**src/rtl/sdram_seq_pkg.sv**
```systemverilog
package sdram_seq_pkg;

    // {cs_n, ras_n, cas_n, we_n}
    typedef enum logic [3:0] {
        CMD_LMR = 4'b0000,
        CMD_REF = 4'b0001,
        CMD_PRE = 4'b0010,
        CMD_ACT = 4'b0011,
        CMD_WR  = 4'b0100,
        CMD_RD  = 4'b0101,
        CMD_NOP = 4'b0111
    } sd_cmd_e;

    typedef enum logic [4:0] {
        S_PWR,
        S_IPRE,
        S_IRP,
        S_IREF,
        S_IRFC,
        S_IMRS,
        S_IMRD,
        S_IDLE,
        S_ACT,
        S_RCD,
        S_RW,
        S_RAS,
        S_PRE,
        S_RP,
        S_REF,
        S_RFC
    } seq_state_e;

    function automatic int ceil_div(input int num, input int den);
        return (num + den - 1) / den;
    endfunction

    // wait-state counts need at least two cycles between commands
    function automatic int at_least_two(input int v);
        return (v < 2) ? 2 : v;
    endfunction

endpackage

```
**src/rtl/sdram_row_timer.sv**
```systemverilog
module sdram_row_timer #(
    parameter int RAS_CYC = 7,
    parameter int RC_CYC  = 10
) (
    input  logic clk,
    input  logic rst_n,
    input  logic act,
    output logic ras_ok,
    output logic rc_ok
);
    localparam int CW = $clog2(RC_CYC + 1);

    logic [CW-1:0] ras_left;
    logic [CW-1:0] rc_left;

    always_ff @(posedge clk or negedge rst_n) begin
        if (!rst_n) begin
            ras_left <= '0;
            rc_left  <= '0;
        end else if (act) begin
            ras_left <= CW'(RAS_CYC - 1);
            rc_left  <= CW'(RC_CYC - 1);
        end else begin
            if (ras_left != '0) ras_left <= ras_left - 1'b1;
            if (rc_left != '0)  rc_left  <= rc_left - 1'b1;
        end
    end

    assign ras_ok = (ras_left == '0);
    assign rc_ok  = (rc_left == '0);

endmodule

```
**src/rtl/sdram_ref_timer.sv**
```systemverilog
module sdram_ref_timer #(
    parameter int TRIG_CYC = 2574
) (
    input  logic clk,
    input  logic rst_n,
    input  logic en,
    input  logic ack,
    output logic pend
);
    localparam int CW = $clog2(TRIG_CYC + 1);

    logic [CW-1:0] cnt;

    always_ff @(posedge clk or negedge rst_n) begin
        if (!rst_n) begin
            cnt  <= '0;
            pend <= 1'b0;
        end else if (!en) begin
            cnt  <= '0;
            pend <= 1'b0;
        end else begin
            if (ack) pend <= 1'b0;
            if (cnt == CW'(TRIG_CYC - 1)) begin
                cnt  <= '0;
                pend <= 1'b1;
            end else begin
                cnt <= cnt + 1'b1;
            end
        end
    end

    // an issued refresh retires the owed flag
    p_ref_pend_clear_r9: assert property (@(posedge clk) disable iff (!rst_n)
        (en && ack) |=> !pend);

endmodule

```
**src/rtl/sdram_rd_capture.sv**
```systemverilog
module sdram_rd_capture #(
    parameter int DQ_W  = 16,
    parameter int CL_LO = 2,
    parameter int CL_HI = 3
) (
    input  logic            clk,
    input  logic            rst_n,
    input  logic            rd_issue,
    input  logic            cl_hi_sel,
    input  logic [DQ_W-1:0] dq_in,
    output logic            rd_valid,
    output logic [DQ_W-1:0] rd_data
);
    logic [CL_HI-1:0] pipe;
    logic             tap;

    always_ff @(posedge clk or negedge rst_n) begin
        if (!rst_n) pipe[0] <= 1'b0;
        else        pipe[0] <= rd_issue;
    end

    for (genvar k = 1; k < CL_HI; k++) begin : g_stage
        always_ff @(posedge clk or negedge rst_n) begin
            if (!rst_n) pipe[k] <= 1'b0;
            else        pipe[k] <= pipe[k-1];
        end
    end

    assign tap = cl_hi_sel ? pipe[CL_HI-1] : pipe[CL_LO-1];

    always_ff @(posedge clk or negedge rst_n) begin
        if (!rst_n) begin
            rd_valid <= 1'b0;
            rd_data  <= '0;
        end else begin
            rd_valid <= tap;
            if (tap) rd_data <= dq_in;
        end
    end

    // single-word reads give a one-cycle strobe
    p_rdv_pulse_r11: assert property (@(posedge clk) disable iff (!rst_n)
        rd_valid |=> !rd_valid);

endmodule

```
**src/rtl/sdram_seq_ctrl.sv**
```systemverilog
module sdram_seq_ctrl
    import sdram_seq_pkg::*;
#(
    parameter int CLK_NS     = 6,
    parameter int T_RAS_NS   = 42,
    parameter int T_RC_NS    = 60,
    parameter int T_RCD_NS   = 18,
    parameter int T_RP_NS    = 18,
    parameter int T_RFC_NS   = 60,
    parameter int T_MRD_CYC  = 2,
    parameter int REF_WIN_US = 64000,
    parameter int REF_ROWS   = 4096,
    parameter int INIT_US    = 100,
    parameter int INIT_REFS  = 2,
    parameter int BANK_W     = 2,
    parameter int ROW_W      = 12,
    parameter int COL_W      = 8,
    parameter int DQ_W       = 16
) (
    input  logic                           clk,
    input  logic                           rst_n,
    input  logic                           cfg_cas3,
    input  logic                           req_valid,
    input  logic                           req_write,
    input  logic [BANK_W+ROW_W+COL_W-1:0]  req_addr,
    input  logic [DQ_W-1:0]                req_wdata,
    output logic                           ready,
    output logic                           rd_valid,
    output logic [DQ_W-1:0]                rd_data,
    output logic                           sd_cs_n,
    output logic                           sd_ras_n,
    output logic                           sd_cas_n,
    output logic                           sd_we_n,
    output logic [BANK_W-1:0]              sd_ba,
    output logic [ROW_W-1:0]               sd_addr,
    output logic [DQ_W-1:0]                sd_dq_out,
    output logic                           sd_dq_oe,
    input  logic [DQ_W-1:0]                sd_dq_in
);
    localparam int AP_BIT    = 10;
    localparam int MR_CL_LSB = 4;
    localparam int RAS_CYC   = at_least_two(ceil_div(T_RAS_NS, CLK_NS));
    localparam int RC_CYC    = at_least_two(ceil_div(T_RC_NS, CLK_NS));
    localparam int RCD_CYC   = at_least_two(ceil_div(T_RCD_NS, CLK_NS));
    localparam int RP_CYC    = at_least_two(ceil_div(T_RP_NS, CLK_NS));
    localparam int RFC_CYC   = at_least_two(ceil_div(T_RFC_NS, CLK_NS));
    localparam int MRD_CYC   = at_least_two(T_MRD_CYC);
    localparam int REF_CYC   = (REF_WIN_US * 1000 / REF_ROWS) / CLK_NS;
    localparam int REF_TRIG  = REF_CYC - 2 * RC_CYC - RFC_CYC;
    localparam int INIT_CYC  = ceil_div(INIT_US * 1000, CLK_NS);
    localparam int TW        = $clog2(INIT_CYC + RFC_CYC + 1);
    localparam int RCW       = $clog2(INIT_REFS + 1);

    seq_state_e          state, state_d;
    logic [TW-1:0]       tmr, tmr_d;
    logic [RCW-1:0]      ref_cnt;
    logic                cl3_q;
    logic                init_done;
    logic                ref_pend;
    logic                ras_ok, rc_ok;
    logic                accept;
    logic                q_wr;
    logic [BANK_W-1:0]   q_bank;
    logic [ROW_W-1:0]    q_row;
    logic [COL_W-1:0]    q_col;
    logic [DQ_W-1:0]     q_data;
    sd_cmd_e             cmd;

    assign ready  = (state == S_IDLE) && !ref_pend && rc_ok;
    assign accept = ready && req_valid;

    // ---------------- next-state logic ----------------
    always_comb begin
        state_d = state;
        tmr_d   = (tmr != '0) ? tmr - 1'b1 : tmr;
        unique case (state)
            S_PWR:  if (tmr == '0) state_d = S_IPRE;
            S_IPRE: begin state_d = S_IRP;  tmr_d = TW'(RP_CYC - 2);  end
            S_IRP:  if (tmr == '0) state_d = S_IREF;
            S_IREF: begin state_d = S_IRFC; tmr_d = TW'(RFC_CYC - 2); end
            S_IRFC: if (tmr == '0)
                        state_d = (ref_cnt == RCW'(INIT_REFS)) ? S_IMRS : S_IREF;
            S_IMRS: begin state_d = S_IMRD; tmr_d = TW'(MRD_CYC - 2); end
            S_IMRD: if (tmr == '0) state_d = S_IDLE;
            S_IDLE: begin
                if (ref_pend)    state_d = S_REF;
                else if (accept) state_d = S_ACT;
            end
            S_ACT:  begin state_d = S_RCD;  tmr_d = TW'(RCD_CYC - 2); end
            S_RCD:  if (tmr == '0) state_d = S_RW;
            S_RW:   state_d = S_RAS;
            S_RAS:  if (ras_ok) state_d = S_PRE;
            S_PRE:  begin state_d = S_RP;   tmr_d = TW'(RP_CYC - 2);  end
            S_RP:   if (tmr == '0) state_d = S_IDLE;
            S_REF:  begin state_d = S_RFC;  tmr_d = TW'(RFC_CYC - 2); end
            S_RFC:  if (tmr == '0) state_d = S_IDLE;
            default: state_d = S_PWR;
        endcase
    end

    // ---------------- state register ----------------
    always_ff @(posedge clk or negedge rst_n) begin
        if (!rst_n) begin
            state     <= S_PWR;
            tmr       <= TW'(INIT_CYC - 1);
            ref_cnt   <= '0;
            cl3_q     <= 1'b0;
            init_done <= 1'b0;
            q_wr      <= 1'b0;
            q_bank    <= '0;
            q_row     <= '0;
            q_col     <= '0;
            q_data    <= '0;
        end else begin
            state <= state_d;
            tmr   <= tmr_d;
            if (state == S_PWR)  cl3_q   <= cfg_cas3;
            if (state == S_IREF) ref_cnt <= ref_cnt + 1'b1;
            if (state == S_IMRD && tmr == '0) init_done <= 1'b1;
            if (accept && !ref_pend) begin
                q_wr   <= req_write;
                q_bank <= req_addr[BANK_W+ROW_W+COL_W-1 -: BANK_W];
                q_row  <= req_addr[ROW_W+COL_W-1 -: ROW_W];
                q_col  <= req_addr[COL_W-1:0];
                q_data <= req_wdata;
            end
        end
    end

    // ---------------- outputs ----------------
    always_comb begin
        cmd       = CMD_NOP;
        sd_ba     = '0;
        sd_addr   = '0;
        sd_dq_oe  = 1'b0;
        sd_dq_out = q_data;
        unique case (state)
            S_IPRE: begin
                cmd             = CMD_PRE;
                sd_addr[AP_BIT] = 1'b1;
            end
            S_IREF, S_REF: cmd = CMD_REF;
            S_IMRS: begin
                cmd = CMD_LMR;
                sd_addr[MR_CL_LSB +: 3] = cl3_q ? 3'd3 : 3'd2;
            end
            S_ACT: begin
                cmd     = CMD_ACT;
                sd_ba   = q_bank;
                sd_addr = q_row;
            end
            S_RW: begin
                cmd                  = q_wr ? CMD_WR : CMD_RD;
                sd_ba                = q_bank;
                sd_addr[COL_W-1:0]   = q_col;
                sd_dq_oe             = q_wr;
            end
            S_PRE: begin
                cmd   = CMD_PRE;
                sd_ba = q_bank;
            end
            default: cmd = CMD_NOP;
        endcase
    end

    assign {sd_cs_n, sd_ras_n, sd_cas_n, sd_we_n} = cmd;

    // ---------------- helpers ----------------
    sdram_row_timer #(
        .RAS_CYC(RAS_CYC),
        .RC_CYC (RC_CYC)
    ) u_row_timer (
        .clk   (clk),
        .rst_n (rst_n),
        .act   (cmd == CMD_ACT),
        .ras_ok(ras_ok),
        .rc_ok (rc_ok)
    );

    sdram_ref_timer #(
        .TRIG_CYC(REF_TRIG)
    ) u_ref_timer (
        .clk  (clk),
        .rst_n(rst_n),
        .en   (init_done),
        .ack  (state == S_REF),
        .pend (ref_pend)
    );

    sdram_rd_capture #(
        .DQ_W (DQ_W),
        .CL_LO(2),
        .CL_HI(3)
    ) u_rd_capture (
        .clk      (clk),
        .rst_n    (rst_n),
        .rd_issue (cmd == CMD_RD),
        .cl_hi_sel(cl3_q),
        .dq_in    (sd_dq_in),
        .rd_valid (rd_valid),
        .rd_data  (rd_data)
    );

    // ---------------- assertions ----------------
    p_act_rc_gap_r6: assert property (@(posedge clk) disable iff (!rst_n)
        (cmd == CMD_ACT) |-> rc_ok);

    p_pre_after_ras_r6: assert property (@(posedge clk) disable iff (!rst_n)
        (cmd == CMD_PRE && init_done) |-> ras_ok);

    p_no_access_before_init_r2: assert property (@(posedge clk) disable iff (!rst_n)
        !init_done |-> !(cmd == CMD_ACT || cmd == CMD_RD || cmd == CMD_WR));

    p_ready_drops_after_accept_r12: assert property (@(posedge clk) disable iff (!rst_n)
        accept |=> !ready);

endmodule

```
**config.mk**
```make
export PLATFORM = sky130hd
export DESIGN_NAME = sdram_seq_ctrl
export DESIGN_NICKNAME = d
export VERILOG_FILES = /design/src/rtl/sdram_seq_pkg.sv /design/src/rtl/sdram_row_timer.sv /design/src/rtl/sdram_ref_timer.sv /design/src/rtl/sdram_rd_capture.sv /design/src/rtl/sdram_seq_ctrl.sv
export SDC_FILE = /design/constraint.sdc
export NUM_CORES = 1
export LEC_CHECK = 0
export CAP_MARGIN = 20
export CORE_MARGIN = 2
export CORE_UTILIZATION = 50
export DETAILED_ROUTE_END_ITERATION = 10
export PLACE_DENSITY = 0.88
export SETUP_SLACK_MARGIN = 0.15
export SLEW_MARGIN = 25
export SYNTH_ARGS = -nofsm -noshare
export SYNTH_HDL_FRONTEND = slang
export SYNTH_SLANG_ARGS = --single-unit
```
**constraint.sdc**
```tcl
create_clock -name clk -period 2.92 [get_ports clk]
set_clock_uncertainty 0.15 [all_clocks]
set_input_delay 0.292 -clock clk [delete_from_list [all_inputs] [get_ports clk]]
set_output_delay 0.292 -clock clk [all_outputs]
set_load 0.02 [all_outputs]
```
After elaboration in Yosys (flattened, before gate mapping):

Index checks and enable logic that the tools add are counted.

* add/subtract/negate cells: 5
* multipliers: 0
* div/mod/pow operators: 0
* $lt $le $gt $ge: 0
* equal/unequal tests: 27
* shifts and indexed selects: 0
* muxes and demuxes: 33
* bitwise operators: 0
* reduce and logical (&&, ||, !) cells: 22

Operators with widths (number)
* 5-bit case mux with 14 select lines: 1
* 15-bit case mux with 3 select lines: 1
* 5-bit by 4-bit == test with 1-bit output (second input constant): 8
* 5-bit two-way mux: 8
* 12-bit two-way mux: 2
* 5-bit by 3-bit == test with 1-bit output (second input constant): 4
* 4-bit two-way mux: 4
* 15-bit logical NOT: 1
* 15-bit two-way mux: 1
* 3-bit case mux with 5 select lines: 1
* 15-bit nonzero test: 1
* 15-bit by 1-bit subtractor with 15-bit output (second input constant): 1
* 12-bit by 1-bit adder with 12-bit output (second input constant): 1
* 12-bit == test (second input constant): 1
* 4-bit nonzero test: 3
* 5-bit by 2-bit == test with 1-bit output (second input constant): 2
* 2-bit inequality test (second input constant): 5
* 3-bit case mux with 3 select lines: 1
* 3-bit OR reduction: 3
* 4-bit logical NOT: 2
* 1-bit two-way mux: 8
* 4-bit case mux with 2 select lines: 1
* 4-bit by 1-bit subtractor with 4-bit output (second input constant): 2
* 7-bit AND reduction: 1
* 16 further kinds: 24

* bits in registers: 104
* bits in latches: 0
* RAM bits: 0
* ROM bits: 0
* bits of input ports: 59
* output and inout port bits: 53
* logic and storage cells: 106
* memories: 0

Depth between registers and ports, before layout:

Gate-level depths: netlist of the first run.

* depth after elaboration: 7
* gate-level depth with buffers: 8
* mapped depth without buffers: 6

Cells and area by module:

A second synthesis of the first run with hierarchy kept.

* cells, all modules: 420
* area total of the unflattened synthesis: 4907.2 µm²

By module, submodules not included
* sdram_seq_ctrl: times used 1, cells each 276, area an instance 3062.9 µm², seq. area each 1557.7 µm²
* sdram_rd_capture: times used 1, cells each 39, area an instance 752.0 µm², seq. area each 500.5 µm²
* sdram_ref_timer: times used 1, cells each 63, area an instance 655.6 µm², seq. area each 325.3 µm²
* sdram_row_timer: times used 1, cells each 42, area an instance 436.7 µm², seq. area each 200.2 µm²

Worst setup path before layout of the first run:

No wires, ideal clock.

* kind: register -> register
* start: register tmr[0]
* end: register state[2]
* library setup time: 0.128 ns
* data arrival time: 2.280 ns
* data required time: 2.642 ns
* setup slack: 0.362 ns
* cell stages (with the launch flop): 9
* path buffers: 2
* period minus slack after synthesis: 2.558 ns
* path through: dfrtp_1 -> inv_1 -> ha_1 -> or4b_1 -> buf_2 -> or4_4 -> buf_6 -> a21oi_2 -> mux2_1

* cells in the longest elaborated chain, start to end: 3
* elaborated cells between the ends (all ways): 7
* classes of those cells: 5 x eq/ne; 2 x reduce/logical

RTL lines
* start: declaration: line sdram_seq_ctrl.sv:55 `logic [TW-1:0] tmr, tmr_d;`
* start signal: assignment: line sdram_seq_ctrl.sv:105 `tmr <= TW'(INIT_CYC - 1);`
* start signal: assignment: line sdram_seq_ctrl.sv:116 `tmr <= tmr_d;`
* 15-bit logical NOT (*)
* 2-bit inequality test (no line) or 2-bit by 1-bit inequality test with 1-bit output (tied branches)
* 7-bit AND reduction (no line) (*)
* end signal: assignment: line sdram_seq_ctrl.sv:115 `state <= state_d;`
* end: declaration: line sdram_seq_ctrl.sv:54 `seq_state_e state, state_d;`

Mark *: on every way between the ends. The rest lies on a longest branch, timed or not.
A chain may end at the register's enable or synchronous reset.

Worst setup path after layout of the first run:

* start: register state[0]
* end: output port sd_dq_oe

* cells in the longest elaborated chain, start to end: 2

RTL lines
* 5-bit by 4-bit == test with 1-bit output: line sdram_seq_ctrl.sv:137 `unique case (state)`
* 1-bit two-way mux: line sdram_seq_ctrl.sv:137
* end: declaration: line sdram_seq_ctrl.sv:37 `output logic sd_dq_oe,`

No other way between the ends.

==> flow_metrics.py, run 1 <==
metrics = {
    "cts": {
        "h-tree-depth": 3,
        "insertion_delay_ns": 0.38,
        "cts_tree": "yes",
        "cts_buffers": 9,
        "cts.sinks": 103,
        "cts_root_buffer": "clkbuf_8",
        "clk_pin_slew_ns": 0.10,
        "clockBufferDepth": 2,
    },
    "worst_setup_path": {
        "end_kind": "primary output",
        "r2r_start": "tmr[0]",
        "criticalPathCategory": "reg -> out",
        "r2r_cells": 6,
        "crit_fanout": 11,
        "required_ns": 2.48,
        "critPathLaunch": "state[0]",
        "worst_setup_path_start_kind": "flip-flop",
        "cp.arrival_ns": 2.26,
    },
    "floorplan": {
        "start_util_pct": 51.60,
        "die_w_um": 101.9,
        "rows": 35,
        "core_sq_um": 9284,
        "pin_count": 112,
        "die_h_um": 101.9,
        "die-area_sq_um": 10380,
    },
    "sta": {
        "post-route-period-util_pct": 92.51,
        "post-route-min-period_ns": 2.701,
        "worst_slew_pin_slew_ns": 0.7269,
        "drv_slew": 0,
        "max_freq_mhz": 370.2,
        "setup_ws_ns": 0.2187,
        "max-slew-margin-rel_pct": 51.39,
        "rsz0062_at_grt": "false",
        "finalSetupViolCount": 0,
        "hold_viol": 0,
        "tns_ns": 0,
    },
    "route": {
        "first_iter_violations": 156,
        "vias": 3797,
        "ant_nets": 0,
        "drc": 0,
        "viasPerCell": 5.625,
        "drt-pass1-iter-count": 4,
        "wl_per_cell_um": 16.75,
        "drt_wl_total_mm": 11.30,
    },
    "place": {
        "numPortBuffers": 110,
        "post_dp_cell_area_sq_um": 6062,
        "dp_hpwl_mm": 7.867,
        "dp.cells": 647,
        "gp_congestion": 0.8584,
        "place_worst_setup_slack_ns": 0.3026,
    },
    "global_routing": {
        "grt_pass1_vias": 3753,
        "grt_usage_pct": 21.34,
        "grt_overflow": 0,
        "antenna_found_initial": 1,
        "grt_pass1_wl_mm": 17.22,
        "grt_max_degree": 64,
    },
    "min_path": {
        "min_path_cells": 0,
        "hp-class": "reg -> reg",
        "hold_start": "u_rd_capture.pipe[0]",
    },
    "logic_synthesis": {
        "yosysTopAreaCellShare_pct": 51.19,
        "synth-seq-cells": 103,
        "ys_seq_area_share_pct": 53.93,
        "avgSynthCellArea_sq_um": 11.41,
        "synthFlopType": "dfrtp_1",
        "ys_warn_count": 0,
        "synth.most_common_cell": "dfrtp_1",
        "syn_nets": 486,
        "async_flop_share_pct": 100.0,
        "netlist_area_sq_um": 4791,
        "synth_edf_count": 0,
        "synth.distinct_cells": 58,
        "postSynthCellCount": 420,
        "synth_common_cells": "dfrtp_1 (98), mux2_2 (55), nor2_1 (27)",
        "synth.area.top_cells": "dfrtp_1 (51%), mux2_2 (13%), dfstp_2 (2.7%)",
        "synth_top_cell_by_area": "dfrtp_1",
    },
    "pwr": {
        "ir_drop_uv": 468.4,
        "p_leak_uw": 0.002842,
        "p_per_area_nw_per_um2": 921.8,
    },
    "cells_and_area": {
        "postLayoutCellArea_sq_um": 6364,
        "nFillCells": 673,
        "fin_nets": 606,
        "drive_gt1_share_pct": 21.28,
        "area_growth_pct": 32.83,
        "final_cells": 675,
    },
    "status": {
        "status": "finished, final reports clean",
    },
    "flow_run": {
        "maxCapViolCount": 0,
    },
}
==> layout make-up <==
type | instances | area, sq um | share of cell area, %
antenna | 1 | 2.502 | 0.03932
clock buffer | 10 | 137.6 | 2.163
clock inverter | 6 | 45.04 | 0.7078
inverter | 17 | 63.81 | 1.003
multi-input combinational | 275 | 2057 | 32.32
sequential | 103 | 2589 | 40.68
tap | 129 | 161.4 | 2.536
timing repair buffer | 134 | 1308 | 20.55
==> state kept, by name, indices dropped and copies added, names as in the netlist <==
| signal | cells |
|---|---|
| tmr | 15 |
| ref_cnt | 2 |
| q_wr | 1 |
| q_row | 12 |
| sd_dq_out | 16 |
| q_bank | 2 |
| u_row_timer.ras_left | 4 |
| u_ref_timer.pend | 1 |
| state | 4 |
| u_rd_capture.pipe | 3 |
| cl3_q | 1 |
| u_row_timer.rc_left | 4 |
| u_rd_capture.rd_valid | 1 |
| q_col | 8 |
| init_done | 1 |
| u_ref_timer.cnt | 12 |
| u_rd_capture.rd_data | 16 |
==> layout by cell type (no fill, tap or decap), types with 3 or more instances in the layout <==
master	count
dfrtp_1	94
nor4_1	7
buf_4	20
or4_1	10
mux2i_1	5
nor2_1	27
dfstp_2	5
nand2_1	15
nand4_1	5
o31ai_1	5
or3_1	9
nand2b_1	6
dlymetal6s2s_1	8
a22o_1	7
and2_1	6
xnor2_1	13
clkbuf_8	10
dfrtp_2	4
o32ai_1	3
or2_2	4
nand3_1	6
clkdlybuf4s50_1	100
a21oi_1	18
mux2_2	55
o21ai_0	15
ha_1	7
nor3_1	8
nor2b_1	5
inv_1	17
==> final timing paths <==
check,endpoint,slack [ns]
setup / recovery,sd_dq_oe,0.22
hold reg to reg,u_rd_capture.pipe[1],0.21
min in group asynchronous,tmr[7],0.29
setup reg to reg,state[2],0.27
hold / removal,u_rd_capture.pipe[1],0.21
max in group asynchronous,tmr[4],1.60
==> power breakdown <==
group | switching, uW | internal [uW] | total, uW
Clock | 502 | 338 | 840
Combinational | 1370 | 1360 | 2730
Sequential | 374 | 1930 | 2300
==> repair_timing <==
| item | in CTS | in global routing |
|---|---|---|
| hold buffers | 1 | 0 |
| cloned | 0 | 0 |
| setup endpoints to repair | 16 | 14 |
| buffers inserted | 0 | 10 |
| resized for setup | 7 | 9 |
| endpoints found under the hold margin | 38 | 0 |
==> critical path: stages, from the launching register on <==
cell,delay [ns]
dfrtp_2,0.53
nor2b_2,0.21
nor2b_1,0.18
buf_4,0.20
and2_1,0.15
clkdlybuf4s50_1,0.61
==> cells by family (layout without fill, tap and decap cells) <==
group           after synthesis  in the layout  synth area share [%]
buf+inv                      42            167                 3.604
other cells                   1              2               0.07827
xor+xnor                     14             14                 2.559
flops                       103            103                 53.93
fa+ha+maj                     7              7                 1.828
compound gates               67             67                 9.219
simple gates                125            125                 14.57
mux                          61             61                 14.21
==> stage by stage <==
step	utilization (%)	hold slack [ns]	power [uW]
after floorplan	-	-0.1536	3891
after global placement	65.30	0.1561	4748
after detailed placement	65.30	0.1612	4905
after CTS	67.52	0.2151	5771
after global routing	68.52	0.2309	6226
final	68.54	0.2147	5866
==> metal layers <==
| metal | global-route usage, % | vias up | part of all wire (%) | wire length (um) |
|---|---|---|---|---|
| met4 | 8.718 | 0 | 2.8 | 312 |
| met2 | 36.23 | 133 | 52 | 5896 |
| met5 | 0 | - | 0 | 0 |
| met3 | 6.772 | 28 | 6.4 | 723 |
| li1 | - | 1737 | - | - |
| met1 | 25.23 | 1899 | 39 | 4370 |
Power figures use the tool's default switching activity.
==> run 2, diff against run 1 <==
--- a/config.mk
+++ b/config.mk
@@ -5,9 +5,10 @@
 export SDC_FILE = /design/constraint.sdc
 export NUM_CORES = 1
 export LEC_CHECK = 0
-export CAP_MARGIN = 20
+export CELL_PAD_IN_SITES_DETAIL_PLACEMENT = 0
+export CELL_PAD_IN_SITES_GLOBAL_PLACEMENT = 1
 export CORE_MARGIN = 2
-export CORE_UTILIZATION = 50
+export CORE_UTILIZATION = 39
 export DETAILED_ROUTE_END_ITERATION = 10
 export PLACE_DENSITY = 0.88
 export SETUP_SLACK_MARGIN = 0.15
==> run 2 against run 1 <==
Utilization fell by 15 points. Via count shrank 4.4%. Flip-flop and latch count unchanged. Sequential share of layout area shrank 0.44 points. Power is 4.2% higher. Sequential power hardly changed. Global-route usage is 3.7 points lower. Worst hold slack improved by 0.021 ns. Critical path depth unchanged. First-iteration DRC count increased by 62%. Setup slack gained 0.071 ns. Critical endpoint is now sd_ras_n.
==> flow_metrics.py, run 2 (synthesized netlist as in run 1, its figures left out) <==
metrics = {
    "place": {
        "dp.cells": 665,
        "dp_hpwl_mm": 7.878,
        "gp_congestion": 0.8248,
        "numPortBuffers": 110,
    },
    "worst_setup_path": {
        "critPathLaunch": "state[2]",
        "ff2ff_setup_slack_ns": 0.36,
        "r2r_cells": 6,
        "r2r-end": "state[2]",
        "required_ns": 2.48,
        "worst_setup_path_start_kind": "flip-flop",
        "crit_end": "sd_ras_n",
        "end_kind": "primary output",
        "crit_path_top_delay_cell": "clkdlybuf4s50_1",
        "cp.arrival_ns": 2.19,
        "crit_fanout": 11,
        "criticalPathCategory": "reg -> out",
        "slowest_delay_ns": 0.62,
        "r2r_start": "tmr[0]",
        "cp_cell_sequence": "buf_4 -> nand2b_1 -> a22o_1 -> inv_1 -> clkdlybuf4s50_1",
    },
    "global_routing": {
        "grt_pass1_wl_mm": 18.33,
        "grt_pass1_vias": 3760,
        "antenna_found_initial": 0,
        "grt_overflow": 0,
        "grt_usage_pct": 17.60,
        "grt_max_degree": 55,
    },
    "floorplan": {
        "pin_count": 112,
        "start_util_pct": 39.89,
        "die_w_um": 114.8,
        "die_h_um": 114.8,
        "core_sq_um": 12010,
        "die-area_sq_um": 13190,
        "rows": 40,
    },
    "route": {
        "wl_per_cell_um": 16.06,
        "routed-wl-met2_mm": 5.628,
        "drt_wl_total_mm": 10.95,
        "drt-pass1-iter-count": 4,
        "first_iter_violations": 252,
        "drc": 0,
        "met3_length_um": 645,
        "wl_met1_mm": 4.572,
        "vias": 3631,
        "viasPerCell": 5.324,
        "ant_nets": 0,
        "highest_layer": "met4",
    },
    "cells_and_area": {
        "area_growth_pct": 34.29,
        "drive_gt1_share_pct": 19.44,
        "final_cell_mix": "clkdlybuf4s50_1 (103), dfrtp_1 (94), mux2_2 (55), nor2_1 (27), a21oi_1 (18)",
        "final_cells": 682,
        "n_antenna_cell": 0,
        "fin_nets": 596,
        "final_common_cell": "clkdlybuf4s50_1",
    },
    "pwr": {
        "power_switching_uw": 2209,
        "p_sw_share_pct": 36.16,
        "clkPwrFrac_pct": 19.9,
        "p_int_uw": 3901,
        "p_per_area_nw_per_um2": 949.7,
        "p_comb_share_pct": 42.6,
        "power_frac_seq_pct": 37.5,
        "ir_drop_uv": 460.3,
        "power_uw": 6110,
        "p_leak_uw": 0.002810,
    },
    "status": {
        "status": "finished, final reports clean",
    },
    "sta": {
        "max_freq_mhz": 380.2,
        "rsz0062_at_grt": "true",
        "max-slew-margin-rel_pct": 52.12,
        "whs_ns": 0.2356,
        "worst_slew_pin_slew_ns": 0.7182,
        "tns_ns": 0,
        "post-route-min-period_ns": 2.630,
        "drv_slew": 0,
        "finalSetupViolCount": 0,
        "post-route-period-util_pct": 90.08,
        "hold_viol": 0,
    },
    "cts": {
        "clk_pin_slew_ns": 0.07,
        "cts_tree": "yes",
        "cts_root_buffer": "clkbuf_16",
        "clockBufferDepth": 2,
        "cts.sinks": 103,
        "cts_buffers": 9,
        "insertion_delay_ns": 0.35,
        "post_cts_buffers": 0,
        "h-tree-depth": 3,
    },
    "min_path": {
        "hp-class": "reg -> reg",
    },
    "flow_run": {
        "maxCapViolCount": 0,
    },
}
[run 2: changes by cell type in the layout (fill, tap and decap cells not counted), sizes merged, moves of 2 or more]
cell / change
clkdlybuf4s50: +3
buf: -8
dlymetal6s2s: -3
clkinvlp: -2
[run 2: power by group through the flow]
stage	Sequential [uW]	Combinational (uW)	Clock, uW
floorplan	2410	1480	0
global placement	2270	2520	0
detailed placement	2310	2610	0
CTS	2290	2620	1260
global route	2360	2860	1320
finish	2290	2600	1220
[run 2: metrics by stage]
step | utilization (%) | area (sq um) | setup WS [ns]
4_1_cts | 53.32 | 6405 | 0.1774
5_1_grt | 53.56 | 6434 | 0.1405
3_3_place_gp | 50.76 | 6097 | 0.3364
3_5_place_dp | 50.76 | 6097 | 0.2851
6_report | 53.56 | 6434 | 0.2896
2_1_floorplan | - | 4791 | 0.3621
[run 2: timing repair]
action | in CTS | in global routing
gates resized for setup | 2 | 12
endpoints found under the hold margin | 51 | 0
endpoints found under the setup margin | 13 | 14
hold buffers | 1 | 0
[run 2: area by class of cell]
type	count	area (sq um)
Clock buffer	11	232.7
Clock inverter	5	65.06
Fill cell	1051	5578
Inverter	17	63.81
Multi-Input combinational cell	275	2053
Sequential cell	103	2589
Tap cell	147	183.9
Timing Repair Buffer	124	1246
[run 2: per-layer routing]
metal / global-route usage [%] / vias up
li1: - / 1718
met3: 6.378 / 11
met1: 20.71 / 1818
met5: 0 / -
met2: 30.69 / 84
met4: 4.498 / 0
[run 2: worst min-delay path by stage]
stage                          from              endpoint  slack, ns  depth (start not counted)
5_1_grt        u_rd_capture.pipe[1]  u_rd_capture.pipe[2]       0.26                          0
2_1_floorplan                 rst_n                 cl3_q      -0.15                          0
3_5_place_dp   u_rd_capture.pipe[0]  u_rd_capture.pipe[1]       0.22                          0
3_3_place_gp   u_rd_capture.pipe[0]  u_rd_capture.pipe[1]       0.19                          0
4_1_cts        u_rd_capture.pipe[1]  u_rd_capture.pipe[2]       0.24                          0
6_report       u_rd_capture.pipe[1]  u_rd_capture.pipe[2]       0.24                          0
[run 2: worst max-delay path, delay by kind of cell, from the launching register on]
kind / cells / cell delay [ns]
simple gates: 1 / 0.19
flops: 1 / 0.47
buf+inv: 3 / 0.92
compound gates: 1 / 0.26
